--- src/rtl/lfb_pkg.sv ---
`timescale 1ns/1ps
package lfb_pkg;
  // two-bit leave rule stored beside every table instruction
  typedef enum logic [1:0] {
    EXIT_NONE     = 2'b00,
    EXIT_ON_TAKEN = 2'b01,
    EXIT_ON_FALL  = 2'b10,
    EXIT_ALWAYS   = 2'b11
  } exit_code_e;

  typedef enum logic [1:0] {
    LD_FLAG = 2'b00,
    LD_ADDR = 2'b01,
    LD_DONE = 2'b10
  } ld_state_e;
endpackage

--- src/rtl/lfb_cfg_loader.sv ---
`timescale 1ns/1ps
module lfb_cfg_loader
  import lfb_pkg::*;
#(
  parameter int AW     = 16,
  parameter int NLOOP  = 2,
  parameter int LDEPTH = 32,
  parameter int CAW    = $clog2(2*NLOOP+1)
) (
  input  logic                       clk,
  input  logic                       rst_n,
  output logic [CAW-1:0]             cfg_rd_addr,
  input  logic [AW-1:0]              cfg_rd_data,
  output logic [NLOOP-1:0][AW-1:0]   loop_start,
  output logic [NLOOP-1:0][AW-1:0]   loop_end,
  output logic [NLOOP-1:0]           loop_valid,
  output logic                       bypass_on
);
  localparam logic [CAW-1:0] LAST_WORD = CAW'(2*NLOOP);
  localparam logic [AW-1:0]  SPAN_LIM  = AW'(LDEPTH);

  ld_state_e                 state_q, state_d;
  logic [CAW-1:0]            cnt_q, cnt_d;
  logic [NLOOP-1:0][AW-1:0]  start_q, start_d;
  logic [NLOOP-1:0][AW-1:0]  end_q, end_d;
  logic [NLOOP-1:0]          valid_q, valid_d;
  logic                      byp_q, byp_d;

  always_comb begin
    logic [AW-1:0] span;
    span    = '0;
    state_d = state_q;
    cnt_d   = cnt_q;
    start_d = start_q;
    end_d   = end_q;
    valid_d = valid_q;
    byp_d   = byp_q;
    case (state_q)
      LD_FLAG: begin
        if (cfg_rd_data[0]) begin
          state_d = LD_ADDR;
          cnt_d   = cnt_q + 1'b1;
        end else begin
          state_d = LD_DONE;
        end
      end
      LD_ADDR: begin
        for (int k = 0; k < NLOOP; k++) begin
          if (cnt_q == CAW'(2*k+1)) start_d[k] = cfg_rd_data;
          if (cnt_q == CAW'(2*k+2)) begin
            end_d[k]   = cfg_rd_data;
            span       = cfg_rd_data - start_q[k];
            valid_d[k] = (cfg_rd_data >= start_q[k]) && (span < SPAN_LIM);
          end
        end
        if (cnt_q == LAST_WORD) begin
          state_d = LD_DONE;
          byp_d   = 1'b1;
        end else begin
          cnt_d = cnt_q + 1'b1;
        end
      end
      default: ;
    endcase
  end

  always_ff @(posedge clk or negedge rst_n) begin
    if (!rst_n) begin
      state_q <= LD_FLAG;
      cnt_q   <= '0;
      start_q <= '0;
      end_q   <= '0;
      valid_q <= '0;
      byp_q   <= 1'b0;
    end else begin
      state_q <= state_d;
      cnt_q   <= cnt_d;
      start_q <= start_d;
      end_q   <= end_d;
      valid_q <= valid_d;
      byp_q   <= byp_d;
    end
  end

  assign cfg_rd_addr = cnt_q;
  assign loop_start  = start_q;
  assign loop_end    = end_q;
  assign loop_valid  = valid_q;
  assign bypass_on   = byp_q;

  // enable is sticky and the word address never passes the last word
  assert_bypass_sticky_R1: assert property (@(posedge clk) disable iff (!rst_n)
    bypass_on |=> bypass_on);
  assert_cfg_addr_bound_R1: assert property (@(posedge clk) disable iff (!rst_n)
    cfg_rd_addr <= LAST_WORD);
endmodule

--- src/rtl/lfb_range_match.sv ---
`timescale 1ns/1ps
module lfb_range_match #(
  parameter int AW     = 16,
  parameter int NLOOP  = 2,
  parameter int LDEPTH = 32,
  parameter int TW     = $clog2(NLOOP*LDEPTH)
) (
  input  logic [AW-1:0]              fetch_addr,
  input  logic [NLOOP-1:0][AW-1:0]   loop_start,
  input  logic [NLOOP-1:0][AW-1:0]   loop_end,
  input  logic [NLOOP-1:0]           loop_valid,
  output logic                       hit,
  output logic [AW-1:0]              hit_start,
  output logic [TW-1:0]              hit_base
);
  logic [NLOOP-1:0] in_rng;

  for (genvar k = 0; k < NLOOP; k++) begin : g_cmp
    assign in_rng[k] = loop_valid[k] &&
                       (fetch_addr >= loop_start[k]) &&
                       (fetch_addr <= loop_end[k]);
  end

  // lowest slot wins on overlap: scan from the top so it is written last
  always_comb begin
    hit       = 1'b0;
    hit_start = '0;
    hit_base  = '0;
    for (int k = NLOOP-1; k >= 0; k--) begin
      if (in_rng[k]) begin
        hit       = 1'b1;
        hit_start = loop_start[k];
        hit_base  = TW'(k*LDEPTH);
      end
    end
  end
endmodule

--- src/rtl/lfb_table.sv ---
`timescale 1ns/1ps
module lfb_table #(
  parameter int WW    = 10,
  parameter int DEPTH = 64,
  parameter int TW    = $clog2(DEPTH)
) (
  input  logic          clk,
  input  logic          wr_en,
  input  logic [TW-1:0] wr_addr,
  input  logic [WW-1:0] wr_data,
  input  logic [TW-1:0] rd_addr,
  output logic [WW-1:0] rd_data
);
  logic [WW-1:0] mem [DEPTH];

  always_ff @(posedge clk) begin
    if (wr_en) mem[wr_addr] <= wr_data;
  end

  assign rd_data = mem[rd_addr];
endmodule

--- src/rtl/loop_fetch_bypass.sv ---
`timescale 1ns/1ps
module loop_fetch_bypass
  import lfb_pkg::*;
#(
  parameter int AW     = 16,
  parameter int IW     = 8,
  parameter int NLOOP  = 2,
  parameter int LDEPTH = 32
) (
  input  logic                              clk,
  input  logic                              rst_n,
  output logic [$clog2(2*NLOOP+1)-1:0]      cfg_rd_addr,
  input  logic [AW-1:0]                     cfg_rd_data,
  input  logic                              tbl_wr_en,
  input  logic [$clog2(NLOOP*LDEPTH)-1:0]   tbl_wr_addr,
  input  logic [IW+1:0]                     tbl_wr_data,
  input  logic                              fetch_req,
  input  logic [AW-1:0]                     fetch_addr,
  input  logic                              jump_taken,
  input  logic [IW-1:0]                     rom_data,
  output logic                              rom_en,
  output logic [IW-1:0]                     instr_out,
  output logic                              from_table,
  output logic                              bypass_on
);
  localparam int TW    = $clog2(NLOOP*LDEPTH);
  localparam int CAW   = $clog2(2*NLOOP+1);
  localparam int DEPTH = NLOOP*LDEPTH;
  localparam logic [AW-1:0] SPAN_LIM = AW'(LDEPTH);

  // reset: asynchronous assert, synchronous release
  logic rst_q1, rst_q2, rst_int;
  always_ff @(posedge clk or negedge rst_n) begin
    if (!rst_n) {rst_q2, rst_q1} <= 2'b00;
    else        {rst_q2, rst_q1} <= {rst_q1, 1'b1};
  end
  assign rst_int = rst_q2;

  logic [NLOOP-1:0][AW-1:0] loop_start, loop_end;
  logic [NLOOP-1:0]         loop_valid;
  logic                     hit;
  logic [AW-1:0]            hit_start;
  logic [TW-1:0]            hit_base;
  logic [IW+1:0]            rd_word;
  logic [TW-1:0]            rd_idx;

  lfb_cfg_loader #(.AW(AW), .NLOOP(NLOOP), .LDEPTH(LDEPTH), .CAW(CAW)) u_loader (
    .clk(clk), .rst_n(rst_int),
    .cfg_rd_addr(cfg_rd_addr), .cfg_rd_data(cfg_rd_data),
    .loop_start(loop_start), .loop_end(loop_end), .loop_valid(loop_valid),
    .bypass_on(bypass_on)
  );

  lfb_range_match #(.AW(AW), .NLOOP(NLOOP), .LDEPTH(LDEPTH), .TW(TW)) u_match (
    .fetch_addr(fetch_addr), .loop_start(loop_start), .loop_end(loop_end),
    .loop_valid(loop_valid), .hit(hit), .hit_start(hit_start), .hit_base(hit_base)
  );

  lfb_table #(.WW(IW+2), .DEPTH(DEPTH), .TW(TW)) u_table (
    .clk(clk), .wr_en(tbl_wr_en), .wr_addr(tbl_wr_addr), .wr_data(tbl_wr_data),
    .rd_addr(rd_idx), .rd_data(rd_word)
  );

  // loop tracking state
  logic        in_loop_q, in_loop_d;
  exit_code_e  prev_code_q, prev_code_d;
  logic [AW-1:0] act_start_q, act_start_d;
  logic [TW-1:0] act_base_q, act_base_d;

  exit_code_e  tbl_code;
  logic        leave, stay, enter, use_tbl;
  logic [AW-1:0] in_off, en_off;

  always_comb begin
    tbl_code = exit_code_e'(rd_word[IW+1:IW]);
    leave = in_loop_q &&
            (((prev_code_q == EXIT_ON_TAKEN) &&  jump_taken) ||
             ((prev_code_q == EXIT_ON_FALL)  && !jump_taken) ||
              (prev_code_q == EXIT_ALWAYS));
    stay    = in_loop_q && !leave;
    enter   = !in_loop_q && bypass_on && hit;
    use_tbl = fetch_req && (stay || enter);
    in_off  = fetch_addr - act_start_q;
    en_off  = fetch_addr - hit_start;
    rd_idx  = stay ? (TW'(in_off) + act_base_q) : (TW'(en_off) + hit_base);
  end

  always_comb begin
    in_loop_d   = in_loop_q;
    prev_code_d = prev_code_q;
    act_start_d = act_start_q;
    act_base_d  = act_base_q;
    if (fetch_req) begin
      in_loop_d   = use_tbl;
      prev_code_d = use_tbl ? tbl_code : EXIT_NONE;
      if (enter) begin
        act_start_d = hit_start;
        act_base_d  = hit_base;
      end
    end
  end

  always_ff @(posedge clk or negedge rst_int) begin
    if (!rst_int) begin
      in_loop_q   <= 1'b0;
      prev_code_q <= EXIT_NONE;
      act_start_q <= '0;
      act_base_q  <= '0;
    end else if (fetch_req) begin
      in_loop_q   <= in_loop_d;
      prev_code_q <= prev_code_d;
      act_start_q <= act_start_d;
      act_base_q  <= act_base_d;
    end
  end

  assign from_table = use_tbl;
  assign rom_en     = fetch_req && !use_tbl;
  assign instr_out  = use_tbl ? rd_word[IW-1:0] : rom_data;

  // nothing comes from the table before the loader enables the bypass
  assert_no_table_while_off_R2: assert property (@(posedge clk) disable iff (!rst_int)
    !bypass_on |-> !from_table);
  // an entry fetch always lands inside its slot
  assert_entry_in_slot_R4: assert property (@(posedge clk) disable iff (!rst_int)
    (fetch_req && !in_loop_q && from_table) |-> (en_off < SPAN_LIM));
  // a 00 instruction keeps the stream in the table
  assert_stay_on_none_R5: assert property (@(posedge clk) disable iff (!rst_int)
    (fetch_req && $past(fetch_req) && $past(from_table) &&
     ($past(rd_word[IW+1:IW]) == 2'b00)) |-> from_table);
  // 01 with a taken jump hands back to ROM
  assert_leave_taken_R6: assert property (@(posedge clk) disable iff (!rst_int)
    (fetch_req && jump_taken && $past(fetch_req) && $past(from_table) &&
     ($past(rd_word[IW+1:IW]) == 2'b01)) |-> (rom_en && !from_table));
  // 10 with a jump not taken hands back to ROM
  assert_leave_fall_R7: assert property (@(posedge clk) disable iff (!rst_int)
    (fetch_req && !jump_taken && $past(fetch_req) && $past(from_table) &&
     ($past(rd_word[IW+1:IW]) == 2'b10)) |-> (rom_en && !from_table));
  // 11 always hands back to ROM
  assert_leave_always_R8: assert property (@(posedge clk) disable iff (!rst_int)
    (fetch_req && $past(fetch_req) && $past(from_table) &&
     ($past(rd_word[IW+1:IW]) == 2'b11)) |-> !from_table);
endmodule

--- config.mk ---
export PLATFORM = sky130hd
export DESIGN_NAME = loop_fetch_bypass
export DESIGN_NICKNAME = d
export VERILOG_FILES = /design/src/rtl/lfb_pkg.sv /design/src/rtl/lfb_cfg_loader.sv /design/src/rtl/lfb_range_match.sv /design/src/rtl/lfb_table.sv /design/src/rtl/loop_fetch_bypass.sv
export SDC_FILE = /design/constraint.sdc
export NUM_CORES = 1
export LEC_CHECK = 0
export BUFFER_PORTS_ARGS = -buffer_cell sky130_fd_sc_hd__buf_4
export CORE_MARGIN = 10
export CORE_UTILIZATION = 30
export DETAILED_ROUTE_END_ITERATION = 10
export PLACE_DENSITY_LB_ADDON = 0.1
export SYNTH_ARGS = -nofsm -noshare
export SYNTH_HDL_FRONTEND = slang
export SYNTH_SLANG_ARGS = --single-unit
export TNS_END_PERCENT = 5
--- constraint.sdc ---
create_clock -name clk -period 8.7 [get_ports clk]
set_input_delay 1.305 -clock clk [delete_from_list [all_inputs] [get_ports clk]]
set_output_delay 1.305 -clock clk [all_outputs]
set_load 0.02 [all_outputs]
Word level (Yosys, flattened, before mapping)

Memories as Yosys holds them, arrays and structs flattened.
Index checks and enable logic that the tools add are counted.

Add/subtract/negate cells: 7
Multiply operators: 0
Div/mod/pow operators: 0
$lt $le $gt $ge: 8
Equal/unequal tests: 11
Shift operators: 0
Mux-type cells: 17
Bitwise operators: 0
Reductions and logical operators: 30

Operators with widths:

| operator              | count |
|---|---|
| $ge A16 B16 Y1        | 4 |
| $le A16 B16 Y1        | 2 |
| $lt A16 B6 Y1 const B | 2 |
| $sub A16 B16 Y16      | 2 |
| $mux W6               | 5 |
| $logic_and A1 B1 Y1   | 14 |
| $add A6 B6 Y6         | 2 |
| $reduce_and A2 Y1     | 6 |
| $sub A6 B6 Y6         | 2 |
| $mux W8               | 1 |
| $eq A3 B2 Y1 const B  | 2 |
| $mux W2               | 3 |
| $mux W3               | 2 |
| $pmux W3 S2           | 1 |
| $eq A2 B1 Y1 const B  | 2 |
| $eq A2 B2 Y1 const B  | 2 |
| $logic_not A1 Y1      | 4 |
| $mux W1               | 4 |
| $ne A2 B2 Y1 const B  | 2 |
| $pmux W2 S2           | 1 |
| $add A3 B1 Y3 const B | 1 |
| $eq A3 B1 Y1 const B  | 1 |
| $eq A3 B3 Y1 const B  | 1 |
| $logic_or A1 B1 Y1    | 3 |
| 4 further kinds       | 4 |

Register bits: 89
Bits in latches: 0
Bits in writable memories: 640
Memory bits (read-only): 0
Input bits: 61
Output and inout port bits: 14
Logic and storage cells: 89
Memories: 1

Memories:

| memory      | words | width | read ports | clocked after Yosys merged registers in | write ports | RTL line        | text |
|---|---|---|---|---|---|---|---|
| u_table.mem | 64    | 10    | 1          | 0                                       | 1           | lfb_table.sv:14 | `logic [WW-1:0] mem [DEPTH];` |

Longest topological paths before layout

Gate-level depths: netlist of run 1.

Word-level depth: 11
Mapped depth: 26
Mapped depth without buffers: 23

Hierarchy

Synthesis of run 1 repeated with hierarchy kept, for this count alone.

Cells, all modules: 1943
Area total of the unflattened synthesis: 32626.3 um^2

By module, submodules not included:

| module            | times used | cells an instance | area an instance (um^2) |
|---|---|---|---|
| lfb_table         | 1          | 1108              | 24901.4 |
| lfb_cfg_loader    | 1          | 411               | 4204.0 |
| lfb_range_match   | 1          | 269               | 1960.6 |
| loop_fetch_bypass | 1          | 155               | 1560.2 |

Worst setup path before layout of run 1

OpenSTA, ideal clock, no wires.

Path kind: input -> output
Start point: input fetch_addr[5]
End point: output instr_out[0]
Arrival: 5.864 ns
Data required time: 7.395 ns
Setup slack: 1.531 ns
Cell stages on the path: 22
Path buffers: 4
Cell sequence: ha_1 > a21o_1 > a221oi_2 > o21ai_1 > a31o_1 > o21a_1 > buf_2 > nor2_1 > a22oi_1 > ha_1 > ha_1 > inv_1 > fa_1 > o21ai_1 > and2_1 > buf_2 > buf_2 > nand2_1 > clkbuf_1 > o22ai_1 > o311a_1 > o31ai_1

Cells in the longest elaborated chain, start to end: 10
Elaborated cells between the ends (all ways): 24
Those cells by class: 4 x add/sub; 4 x order compare; 8 x mux; 7 x reduce/logical; 1 x memory

RTL lines:

| item                  | RTL line                 | text |
|---|---|---|
| from (decl)           | loop_fetch_bypass.sv:18  | `input logic [AW-1:0] fetch_addr,` |
| $ge A16 B16 Y1        | lfb_range_match.sv:20    | `(fetch_addr >= loop_start[k]) &&` |
| $logic_and A1 B1 Y1   | lfb_range_match.sv:19    | `assign in_rng[k] = loop_valid[k] &&` |
| $logic_and A1 B1 Y1   | lfb_range_match.sv:20    |  |
| $mux W6 (2 in series) | lfb_range_match.sv:30    | `if (in_rng[k]) begin` |
| $sub A6 B6 Y6         | loop_fetch_bypass.sv:84  | `en_off = fetch_addr - hit_start;` |
| $add A6 B6 Y6         | loop_fetch_bypass.sv:85  | `rd_idx = stay ? (TW'(in_off) + act_base_q) : (TW'(en_off) + hit_base);` |
| $mux W6               | loop_fetch_bypass.sv:85  |  |
| $mem_v2 Z64 W10       | -                        |  |
| $mux W8 (*)           | loop_fetch_bypass.sv:119 | `assign instr_out = use_tbl ? rd_word[IW-1:0] : rom_data;` |
| to (decl)             | loop_fetch_bypass.sv:22  | `output logic [IW-1:0] instr_out,` |

Mark *: on every way between the ends. The rest lies on a longest branch, timed or not.

Worst setup path in the final report of run 1

Start point: input fetch_addr[15]
End point: output instr_out[2]

The elaborated chain is that of the path after synthesis.

==> parameters.txt, run 1 <==
Parameter                              Value

Drt
  DRC violations left    0
  Average wire per cell in the routed design    25.2 µm
  Initial DRC Count    1956
  Per-cell via count in the routed design    5.22
  Final routed wirelength across all metal layers    105000 µm
  Antenna-violating nets left    0
  Number of iterations in the first detailed-routing pass    5
  Via Count    21.7k

STA
  Setup slack after layout    0.487 ns
  Final-report setup violation count    0
  Total count of hold-check failures in the final report    0
  Number of max-slew violations in the final report    0
  Portion of the clock cycle consumed by the worst path in the final layout    0.944
  Final total negative setup slack    0 ns
  Unrepaired setup endpoints after global routing    no
  Headroom to the max-slew limit    0.134
  Worst-Margin Slew    1.29 ns
  Minimum clock period after layout    8.21 ns
  Max Freq    0.122 GHz
  Post-Route Skew    0.0158 ns

Placed design
  Dpl hpwl    67500 µm
  Placed cells    4000
  Number of buffers added on ports    74
  Post-placement worst setup slack    0.318 ns
  Last weighted congestion value of the routability-driven placer    0.830

CTS
  Clock tree from TritonCTS    yes
  Number of buffers created by CTS    85
  Clock transition at path regs    0.06 ns
  Max Buffers Root-to-Sink    3
  Skew-Pair Late Insertion Delay    0.66 ns
  Buffers inserted by post-CTS timing repair    0
  Clock root buffer master    clkbuf_16
  Hold bufs inserted after CTS    0
  Count of clock tree sinks    724
  Clock H-tree levels    3
  Total of cells resized after clock tree synthesis    0

Critical path
  Critical-path maximum fanout    17
  Most frequent cell on the critical path    buf_4
  Sort of element at the end of the critical path    output pin
  Stage delay of the slowest cell on the critical path    0.47 ns
  Required time of the critical path    7.39 ns
  Ordered cell list for the critical path    buf_4 > ha_1 > nand3_1 > nor4_1 > a211oi_1 > o21a_1 > nor2_2 > a22oi_1 > ha_1 > ha_1 > inv_1 > fa_1 > xor2_1 > a21oi_1 > a21oi_1 > buf_4 > nand2_1 > buf_4 > o22ai_1 > o311a_1 > o31ai_2 > buf_4
  Crit path DAT    6.91 ns
  Worst setup SP type    primary input
  Top delay family on crit path    compound AO/OA/AOI/OAI gates
  Slowest cell on the critical path    o311a_1
  Flop2flop setup slack    2.53 ns
  Worst Path Buf+Inv    5
  Critical path class    primary input to output pin

Layout
  Number of non-filler instances in the completed layout    4158
  Antenna fix cells    0
  Layout cell share with drive strength beyond 1    0.126
  Layout overhead on the synthesized area    15.3%
  Layout net count    2866

Floorplanning
  # rows    120
  Core footprint    107000 µm²
  Number of placed I/O pins    75
  Die Height    349 µm
  Floorplan die width    349 µm
  Initial Util    0.303
  Die Footprint    122000 µm²

Global routing
  Via count of the first global-routing pass    22.0k
  Total routing resource utilization after global routing    0.169
  Pin count of the biggest net entering global routing    76
  GR Util met3    0.0262
  GR met1 Demand/Resource    0.225
  GR Layer Usage met2    0.285
  Peak-usage layer in the global routing report    met2
  Overflow after GRT    0
  Initial antenna violation count    3
  Wire length of the first global-routing pass    154000 µm

Logic synthesis
  Register bit count reported by yosys    724
  Cell types occupying the most area after synthesis    edfxtp_1 59%, nand2_1 6.8%, dfrtp_1 6.5%, ha_1 4.6%, and3_1 2.0%
  Post-synthesis net count    2786
  Combined area of all synthesized cells    32500 µm²
  Share of flip-flops with an asynchronous set or reset    0.116
  Mean instance size in the synthesized netlist    12.5 µm²
  Number of flops mapped to enable cells by yosys    640
  Area leader, netlist    edfxtp_1
  Most frequently used flop master after synthesis    edfxtp_1
  Share of the synthesized area in the top cell type    0.592
  Post-synthesis cell type count    82
  Synthesis Warnings    0
  Synthesized instance count    2604
  Share of the yosys chip area belonging to registers    0.657

Run status
  Result of the run    finished clean

Job
  Number of max-cap violations    0

Pwr
  VDD IR max    0.000154 V
  Pwr/cell area    288 nW/µm²
  Pwr Total    10.8 mW
  Cell leakage power    13.7 nW

Min path
  Worst min-delay path category    flip-flop to asynchronous set/reset pin
[metrics by stage]
| step | instance area (µm²) | hold slack, ns | utilization |
|---|---|---|---|
| after global placement | 34700 | 0.197 | 0.323 |
| after global routing | 37400 | 0.218 | 0.349 |
| final | 37400 | 0.190 | 0.349 |
| after floorplan | 32500 | 0.331 | - |
| after detailed placement | 34700 | 0.201 | 0.323 |
| after CTS | 37400 | 0.208 | 0.349 |
[worst paths after layout]
kind                                               from                       to  cells after the start
min in group clk                                 rst_q1                  rst_int                      0
worst max-delay path                     fetch_addr[15]             instr_out[2]                     22
worst min-delay path                            rst_int  u_loader.cfg_rd_addr[0]                      0
worst max register to register  u_loader.loop_start[21]           prev_code_q[0]                     21
max in group asynchronous                       rst_int  u_loader.loop_start[19]                      1
worst min register to register                  rst_int  u_loader.cfg_rd_addr[0]                      0
[cell type report]
class                      count  area, µm²
tap                         1403       1760
timing repair buffer         138       1140
fill                       10535      69800
clock buffer                 100       2230
sequential                   724      21300
multi-input combinational   1645      10100
inverter                      90        338
clock inverter                58        523
[worst reg2reg max path, cell delays in order (launching register included)]
cell      delay [ns]
dfrtp_1         0.45
inv_1           0.14
ha_1            0.31
a211oi_1        0.30
o22ai_1         0.13
nor3_1          0.17
a21oi_1         0.09
o211ai_1        0.46
nor2_2          0.17
a22oi_1         0.28
ha_1            0.32
ha_1            0.28
a211oi_1        0.31
o22ai_1         0.21
o32ai_4         0.24
buf_4           0.47
buf_4           0.35
mux4_2          0.35
nand2_1         0.09
a21oi_1         0.13
or4_1           0.62
o211a_1         0.19
[cell families (layout without fill, tap and decap cells)]
family,Yosys count,count (layout),synth area share
and+or+nand+nor,1018,1018,0.139
muxes,58,58,0.0249
xor gates and xnor gates,12,12,0.00324
other,1,1,0.000115
adders and majority gates,121,121,0.0471
AOI/OAI and AO/OA,435,435,0.0958
DFF,724,724,0.657
buffers and inverters,235,386,0.0338
[power by group]
part | internal, mW | leakage (nW) | switching (mW) | total [mW]
combinational | 1.03 | 5.71 | 2.33 | 3.36
clock | 2.05 | 1.36 | 1.49 | 3.54
sequential | 3.84 | 6.67 | 0.0298 | 3.87
[synth_stat cells (7+ instances only)]
cell,count
and3_1,103
buf_1,7
nand2_1,590
o22ai_1,16
o21ai_1,8
a21o_1,15
clkbuf_1,58
mux4_2,14
nor2_1,110
a211oi_1,50
mux2_2,35
nand2b_1,7
o21ai_0,62
buf_2,56
a31oi_1,49
nand4_1,16
nand3_1,120
a22oi_1,7
dfrtp_1,84
buf_4,12
mux2i_1,7
inv_1,90
xnor2_1,7
nor2b_1,12
a311oi_1,71
edfxtp_1,640
a311o_1,7
and2_1,8
ha_1,119
a2111oi_0,9
a21oi_1,61
o21a_1,7
o31ai_1,8
buf_6,11
nor3_1,18
[state kept, by name, summed over array words and instances, names as in the netlist]
name,count
u_table.mem,640
u_loader.loop_valid,2
rst_int,1
act_base_q,1
u_loader.cfg_rd_addr,3
rst_q1,1
u_loader.loop_end,32
u_loader.bypass_on,1
u_loader.state_q,2
prev_code_q,2
in_loop_q,1
u_loader.loop_start,32
act_start_q,6
[per-layer routing]
metal	routed length, µm	vias to the layer above
met5	0	-
met4	2230	0
met3	5670	128
met2	50400	621
met1	46600	11074
li1	-	9865
[cell usage in the layout, fill, tap and decap left out, types with 8 or more instances in the layout]
master,n
clkbuf_16,86
nor2b_1,12
and3_1,103
and2_1,8
clkinv_2,21
o21ai_0,61
clkinv_1,21
dfrtp_1,83
nor3_1,18
a2111oi_0,9
a211oi_1,50
o21ai_1,8
nand4_1,16
nand2_1,590
a21oi_1,61
mux4_2,14
inv_1,90
buf_4,130
edfxtp_1,640
a31oi_1,49
nor2_1,109
ha_1,119
clkbuf_1,11
buf_12,8
a311oi_1,71
nand3_1,120
o22ai_1,16
mux2_2,34
a21o_1,15
o31ai_1,8
No activity file was read; power rests on OpenSTA's default activity.
==> run 2: changes to the inputs <==
--- a/config.mk
+++ b/config.mk
@@ -5,8 +5,8 @@
 export SDC_FILE = /design/constraint.sdc
 export NUM_CORES = 1
 export LEC_CHECK = 0
+export ABC_AREA = 1
 export BUFFER_PORTS_ARGS = -buffer_cell sky130_fd_sc_hd__buf_4
-export CORE_MARGIN = 10
 export CORE_UTILIZATION = 30
 export DETAILED_ROUTE_END_ITERATION = 10
 export PLACE_DENSITY_LB_ADDON = 0.1
==> run 2 against run 1 <==
  * Via count rose by 4.9%
  * Global-route usage rose by 1.8 points
  * Flip-flop and latch count did not move
  * Synthesized cell count rose by 11%
  * First-iteration DRC count fell by 4.0%
  * Combinational power fell by 43%
  * Worst hold slack improved by 0.0042 ns
  * Worst setup slack improved by 0.022 ns
  * Count of clock-buffer cells in the layout rose by 6
  * Clock skew rose by 0.014 ns
  * Synthesized area rose by 0.90%
  * Critical endpoint is now instr_out[1]
  * Highest routed layer unchanged
==> parameters.txt, run 2 <==
Parameter                              Value

Run status
  Result of the run    finished clean (unchanged)

Logic synthesis
  Cell with the most instances after synthesis    edfxtp_1 (unchanged)
  Share of the yosys chip area belonging to registers    0.651 (was 0.657)
  Number of flops mapped to enable cells by yosys    640 (unchanged)
  Post-synthesis net count    3085 (was 2786)
  Cell types occupying the most area after synthesis    edfxtp_1 59%, dfrtp_1 6.4%, o21ai_0 5.0%, nand2_1 4.9%, ha_1 4.5% (was edfxtp_1 59%, nand2_1 6.8%, dfrtp_1 6.5%, ha_1 4.6%, and3_1 2.0%)
  Synthesized instance count    2903 (was 2604)
  Share of the synthesized area in the top cell type    0.587 (was 0.592)
  Synthesis Warnings    0 (unchanged)
  Top post-synthesis cells by count    640 x edfxtp_1, 428 x nand2_1, 325 x o21ai_0 (was 640 x edfxtp_1, 590 x nand2_1, 120 x nand3_1)
  Mean instance size in the synthesized netlist    11.3 µm² (was 12.5 µm²)
  Register bit count reported by yosys    724 (unchanged)
  Area leader, netlist    edfxtp_1 (unchanged)
  Post-synthesis cell type count    48 (was 82)
  Most frequently used flop master after synthesis    edfxtp_1 (unchanged)
  Share of flip-flops with an asynchronous set or reset    0.116 (unchanged)
  Combined area of all synthesized cells    32800 µm² (was 32500 µm²)

Floorplanning
  # rows    120 (unchanged)
  Floorplan die width    332 µm (was 349 µm)
  Number of placed I/O pins    75 (unchanged)
  Initial Util    0.304 (was 0.303)
  Die Height    332 µm (was 349 µm)
  Die Footprint    111000 µm² (was 122000 µm²)
  Core footprint    108000 µm² (was 107000 µm²)

Drt
  Per-cell via count in the routed design    5.11 (was 5.22)
  Met2 wirelength from detailed routing    47700 µm (was 50400 µm)
  Antenna-violating nets left    0 (unchanged)
  Initial DRC Count    1878 (was 1956)
  Final routed wirelength across all metal layers    105000 µm (about the same)
  Number of iterations in the first detailed-routing pass    8 (was 5)
  Max Used Layer    met4 (unchanged)
  Wire length on met1    48300 µm (was 46600 µm)
  DRC violations left    0 (unchanged)
  Met3 WL    5510 µm (was 5670 µm)
  Average wire per cell in the routed design    23.6 µm (was 25.2 µm)
  Via Count    22.7k (was 21.7k)

Critical path
  Flop2flop setup slack    2.73 ns (was 2.53 ns)
  Worst setup SP type    primary input (unchanged)
  Sort of element at the end of the critical path    output pin (unchanged)
  Critical-path maximum fanout    30 (was 17)
  Top delay family on crit path    simple AND/OR/NAND/NOR gates (was compound AO/OA/AOI/OAI gates)
  Required time of the critical path    7.39 ns (about the same)
  Crit path DAT    6.89 ns (was 6.91 ns)
  Most frequent cell on the critical path    nand2_1 (was buf_4)
  Stage delay of the slowest cell on the critical path    0.60 ns (was 0.47 ns)
  Worst Path Buf+Inv    5 (unchanged)
  Critical path class    primary input to output pin (unchanged)
  Slowest cell on the critical path    nor2_1 (was o311a_1)

CTS
  Count of clock tree sinks    724 (unchanged)
  Skew-Pair Late Insertion Delay    0.67 ns (was 0.66 ns)
  Total of cells resized after clock tree synthesis    0 (unchanged)
  Hold bufs inserted after CTS    0 (unchanged)
  Max Buffers Root-to-Sink    3 (unchanged)
  Buffers inserted by post-CTS timing repair    0 (unchanged)
  Clock tree from TritonCTS    yes (unchanged)
  Clock H-tree levels    3 (unchanged)
  Number of buffers created by CTS    86 (was 85)
  Clock transition at path regs    0.06 ns (about the same)
  Clock root buffer master    clkbuf_16 (unchanged)

Placed design
  Number of buffers added on ports    74 (unchanged)
  Dpl hpwl    66300 µm (was 67500 µm)
  Placed cells    4295 (was 4000)
  Last weighted congestion value of the routability-driven placer    0.860 (was 0.830)

Global routing
  Wire length of the first global-routing pass    154000 µm (about the same)
  Overflow after GRT    0 (unchanged)
  Total routing resource utilization after global routing    0.187 (was 0.169)
  Initial antenna violation count    0 (was 3)
  Pin count of the biggest net entering global routing    86 (was 76)
  Via count of the first global-routing pass    22.6k (was 22.0k)

Pwr
  VDD IR max    0.000169 V (was 0.000154 V)
  Pwr/cell area    242 nW/µm² (was 288 nW/µm²)
  Cell leakage power    14.5 nW (was 13.7 nW)

Layout
  Number of non-filler instances in the completed layout    4449 (was 4158)
  Layout cell share with drive strength beyond 1    0.0939 (was 0.126)
  Antenna fix cells    0 (unchanged)
  Filler cell count in the final layout    10.6k (was 10.5k)
  Layout net count    3162 (was 2866)
  Commonest cells after routing, fill and taps aside    640 x edfxtp_1, 428 x nand2_1, 325 x o21ai_0 (was 640 x edfxtp_1, 590 x nand2_1, 130 x buf_4)
  Register name with the most flops    u_table.mem (unchanged)
  Most common cell after layout, fill and taps aside    edfxtp_1 (unchanged)
  Flip-flop count of the largest register after layout    640 (unchanged)
  Layout overhead on the synthesized area    14.9% (was 15.3%)

STA
  Minimum clock period after layout    8.19 ns (was 8.21 ns)
  Number of max-slew violations in the final report    0 (unchanged)
  Unrepaired setup endpoints after global routing    no (unchanged)
  Total count of hold-check failures in the final report    0 (unchanged)
  Worst-Margin Slew    1.31 ns (was 1.29 ns)
  Final-report setup violation count    0 (unchanged)
  Post-Route Skew    0.0295 ns (was 0.0158 ns)
  Headroom to the max-slew limit    0.125 (was 0.134)
  Max Freq    0.122 GHz (about the same)
  Final total negative setup slack    0 ns (unchanged)
  Portion of the clock cycle consumed by the worst path in the final layout    0.941 (was 0.944)

Job
  Number of max-cap violations    0 (unchanged)

Min path
  Worst min-delay path category    flip-flop to asynchronous set/reset pin (unchanged)
[run 2: cell count changes after synthesis, sizes merged, moves of 71 or more]
cell	delta
a311oi	-71
and3	-101
inv	+126
nand2	-158
nand3	+149
nor2	+156
o21ai	+318
[run 2: final timing paths]
kind,to,depth (start not counted),startpoint
max,instr_out[1],26,fetch_addr[7]
min,u_loader.loop_end[11],0,rst_int
max reg2reg,prev_code_q[1],27,u_loader.loop_start[21]
min reg2reg,u_loader.loop_end[11],0,rst_int
max in group asynchronous,act_start_q[4],1,rst_int
min in group clk,rst_int,0,rst_q1
[run 2: cell type report]
type	instances	area (µm²)	area share
multi-input combinational	1810	9910	0.263
clock buffer	106	2270	0.0603
sequential	724	21300	0.566
tap	1403	1760	0.0466
inverter	217	820	0.0218
timing repair buffer	141	1230	0.0328
clock inverter	48	342	0.00907
[run 2: cells by family after synthesis]
group	share of synthesized area
DFF	0.651
other	0.000114
adders and majority gates	0.0467
AOI/OAI and AO/OA	0.116
xor gates and xnor gates	0.00561
muxes	0.000344
and+or+nand+nor	0.131
buffers and inverters	0.0492
[run 2: report_power, final]
group / total (mW) / internal (mW) / switching [mW]
logic: 1.91 / 0.538 / 1.37
registers: 3.82 / 3.81 / 0.00803
clock network: 3.39 / 1.91 / 1.48
[run 2: layer usage]
layer,vias to the layer above,track usage
met2,671,0.294
met1,11333,0.261
met5,-,0
met4,0,0.0628
met3,162,0.0318
li1,10579,-
[run 2: worst reg2reg max path, delay by kind of cell, from the launching register on]
| kind | cells | cell delay [ns] |
|---|---|---|
| simple gates | 13 | 2.48 |
| compound gates | 5 | 1.00 |
| fa+ha+maj | 4 | 1.11 |
| flops | 1 | 0.48 |
| buf+inv | 5 | 0.76 |
[run 2: through the flow]
stage	setup WS, ns	power (mW)	hold slack, ns	area [µm²]	util
3_5_place_dp	0.525	5.80	0.206	35000	0.326
6_report	0.509	9.12	0.195	37700	0.350
2_1_floorplan	2.51	4.98	0.331	32800	-
4_1_cts	0.496	9.21	0.210	37700	0.350
3_3_place_gp	0.617	5.80	0.201	35000	0.326
5_1_grt	0.170	9.47	0.224	37700	0.350
==> run 3: changes to the inputs <==
--- a/config.mk
+++ b/config.mk
@@ -7,7 +7,7 @@
 export LEC_CHECK = 0
 export ABC_AREA = 1
 export BUFFER_PORTS_ARGS = -buffer_cell sky130_fd_sc_hd__buf_4
-export CORE_UTILIZATION = 30
+export CORE_UTILIZATION = 35
 export DETAILED_ROUTE_END_ITERATION = 10
 export PLACE_DENSITY_LB_ADDON = 0.1
 export SYNTH_ARGS = -nofsm -noshare
==> run 3 against run 2 <==
  * Non-clock buffer count decreased by 18
  * Sequential share of layout area increased by 0.56 points
  * Count of clock-buffer cells in the layout unchanged
==> parameters.txt, run 3 (synthesized netlist as in run 2, its figures left out) <==
Parameter                              Value

CTS
  Total of cells resized after clock tree synthesis    0 (unchanged)
  Clock root buffer master    clkbuf_16 (unchanged)
  Clock transition at path regs    0.06 ns (about the same)
  Hold bufs inserted after CTS    0 (unchanged)
  Buffers inserted by post-CTS timing repair    0 (unchanged)
  Skew-Pair Late Insertion Delay    0.64 ns (was 0.67 ns)
  Clock H-tree levels    3 (unchanged)
  Number of buffers created by CTS    85 (was 86)
  Count of clock tree sinks    724 (unchanged)
  Max Buffers Root-to-Sink    3 (unchanged)
  Clock tree from TritonCTS    yes (unchanged)

STA
  Final-report setup violation count    0 (unchanged)
  Headroom to the max-slew limit    0.0926 (was 0.125)
  Minimum clock period after layout    8.28 ns (was 8.19 ns)
  Setup slack after layout    0.419 ns (was 0.509 ns)
  Number of max-slew violations in the final report    0 (unchanged)
  Worst-Margin Slew    1.36 ns (was 1.31 ns)
  Hold_ws    0.206 ns (was 0.195 ns)
  Portion of the clock cycle consumed by the worst path in the final layout    0.952 (was 0.941)
  Unrepaired setup endpoints after global routing    no (unchanged)
  Final total negative setup slack    0 ns (unchanged)
  Total count of hold-check failures in the final report    0 (unchanged)
  Max Freq    0.121 GHz (was 0.122 GHz)
  Post-Route Skew    0.0194 ns (was 0.0295 ns)

Floorplanning
  Floorplan die width    308 µm (was 332 µm)
  Initial Util    0.355 (was 0.304)
  Number of placed I/O pins    75 (unchanged)
  Die Height    308 µm (was 332 µm)
  Die Footprint    94800 µm² (was 111000 µm²)
  # rows    111 (was 120)
  Core footprint    92200 µm² (was 108000 µm²)

Layout
  Antenna fix cells    0 (unchanged)
  Final cell area excluding filler cells    37300 µm² (was 37700 µm²)
  Layout net count    3143 (was 3162)
  Filler cell count in the final layout    8830 (was 10.6k)
  Commonest cells after routing, fill and taps aside    640 x edfxtp_1, 428 x nand2_1, 325 x o21ai_0 (unchanged)
  Flip-flop count of the largest register after layout    640 (unchanged)
  Layout overhead on the synthesized area    13.8% (was 14.9%)
  Register name with the most flops    u_table.mem (unchanged)
  Most common cell after layout, fill and taps aside    edfxtp_1 (unchanged)
  Layout cell share with drive strength beyond 1    0.0888 (was 0.0939)

Placed design
  Placed instance area    34700 µm² (was 35000 µm²)
  Number of buffers added on ports    74 (unchanged)
  Last weighted congestion value of the routability-driven placer    0.872 (was 0.860)
  Dpl hpwl    59300 µm (was 66300 µm)
  Post-placement worst setup slack    0.533 ns (was 0.525 ns)

Drt
  DRC violations left    0 (unchanged)
  Antenna-violating nets left    0 (unchanged)
  Average wire per cell in the routed design    23.2 µm (was 23.6 µm)
  Initial DRC Count    2069 (was 1878)
  Per-cell via count in the routed design    5.30 (was 5.11)
  Via Count    22.6k (was 22.7k)
  Final routed wirelength across all metal layers    98900 µm (was 105000 µm)
  Number of iterations in the first detailed-routing pass    5 (was 8)

Critical path
  Critical path class    primary input to output pin (unchanged)
  Critical-path maximum fanout    28 (was 30)
  Sort of element at the end of the critical path    output pin (unchanged)
  Required time of the critical path    7.39 ns (about the same)
  Worst setup SP type    primary input (unchanged)
  Crit path DAT    6.98 ns (was 6.89 ns)

Global routing
  Overflow after GRT    0 (unchanged)
  Wire length of the first global-routing pass    147000 µm (was 154000 µm)
  Total routing resource utilization after global routing    0.208 (was 0.187)
  Initial antenna violation count    0 (unchanged)
  Pin count of the biggest net entering global routing    89 (was 86)
  Via count of the first global-routing pass    22.4k (was 22.6k)

Run status
  Result of the run    finished clean (unchanged)

Job
  Number of max-cap violations    0 (unchanged)

Pwr
  Pwr/cell area    243 nW/µm² (was 242 nW/µm²)
  VDD IR max    0.000131 V (was 0.000169 V)
  Cell leakage power    14.4 nW (was 14.5 nW)

Min path
  Worst min-delay path category    flip-flop to asynchronous set/reset pin (unchanged)
[run 3: cell types whose count changed in the layout (fill, tap and decap cells not counted), sizes merged]
cell      previous run  this run
clkinvlp             5         2
inv                218       220
buf                141       123
bufinv               2         6
clkinv              40        37
[run 3: path summary, 6_finish.rpt]
check,start,to,slack (ns),cells after the start
max reg2reg,u_loader.loop_start[19],prev_code_q[1],2.77,29
min,rst_int,u_loader.loop_end[31],0.21,0
min reg2reg,rst_int,u_loader.loop_end[31],0.21,0
min in group clk,rst_q1,rst_int,0.35,0
max,fetch_addr[7],instr_out[7],0.42,26
max in group asynchronous,rst_int,prev_code_q[0],7.35,1
[run 3: layout make-up]
cell class                 count  area (µm²)  share of cell area
tap                         1243        1560              0.0417
clock buffer                 106        2230              0.0597
timing repair buffer         123        1050              0.0281
clock inverter                48         402              0.0108
sequential                   724       21300               0.572
inverter                     217         820              0.0220
multi-input combinational   1810        9910               0.266
[run 3: where the power goes]
| part | internal, mW | leakage [nW] | switching, mW | total [mW] |
|---|---|---|---|---|
| clock network | 1.99 | 1.29 | 1.44 | 3.43 |
| registers | 3.81 | 6.54 | 0.00819 | 3.82 |
| logic | 0.494 | 6.55 | 1.30 | 1.80 |
| total | 6.29 | 14.4 | 2.75 | 9.05 |
[run 3: through the flow]
stage               utilization  cells  total power [mW]
detailed placement        0.376   4117              5.70
CTS                       0.404   4271              9.14
global route              0.404   4271              9.42
floorplan                     -   2903              4.98
finish                    0.404   4271              9.05
global placement          0.376   4117              5.70
[run 3: critical path, stage by stage]
cell,delay [ns]
buf_4,0.14
ha_1,0.29
nand2_1,0.07
nor2_1,0.26
nand4_1,0.27
nor2_1,0.15
a21oi_1,0.05
nor2_1,0.49
nand2_2,0.22
o22ai_1,0.24
inv_1,0.08
ha_1,0.28
ha_1,0.13
inv_1,0.06
fa_1,0.46
xnor2_1,0.16
or2_1,0.16
o21ai_4,0.07
inv_2,0.60
o211ai_1,0.44
nand3_1,0.24
nand2_1,0.10
nand2_1,0.09
nand3_1,0.29
nand2_1,0.16
buf_4,0.15
[run 3: metal layers]
layer  part of all wire  up-vias  track usage
met2               0.47      638        0.338
met1               0.46    11344        0.292
met4              0.021        0       0.0584
met3              0.051      117       0.0271
met5                  0        -            0
li1                   -    10542            -
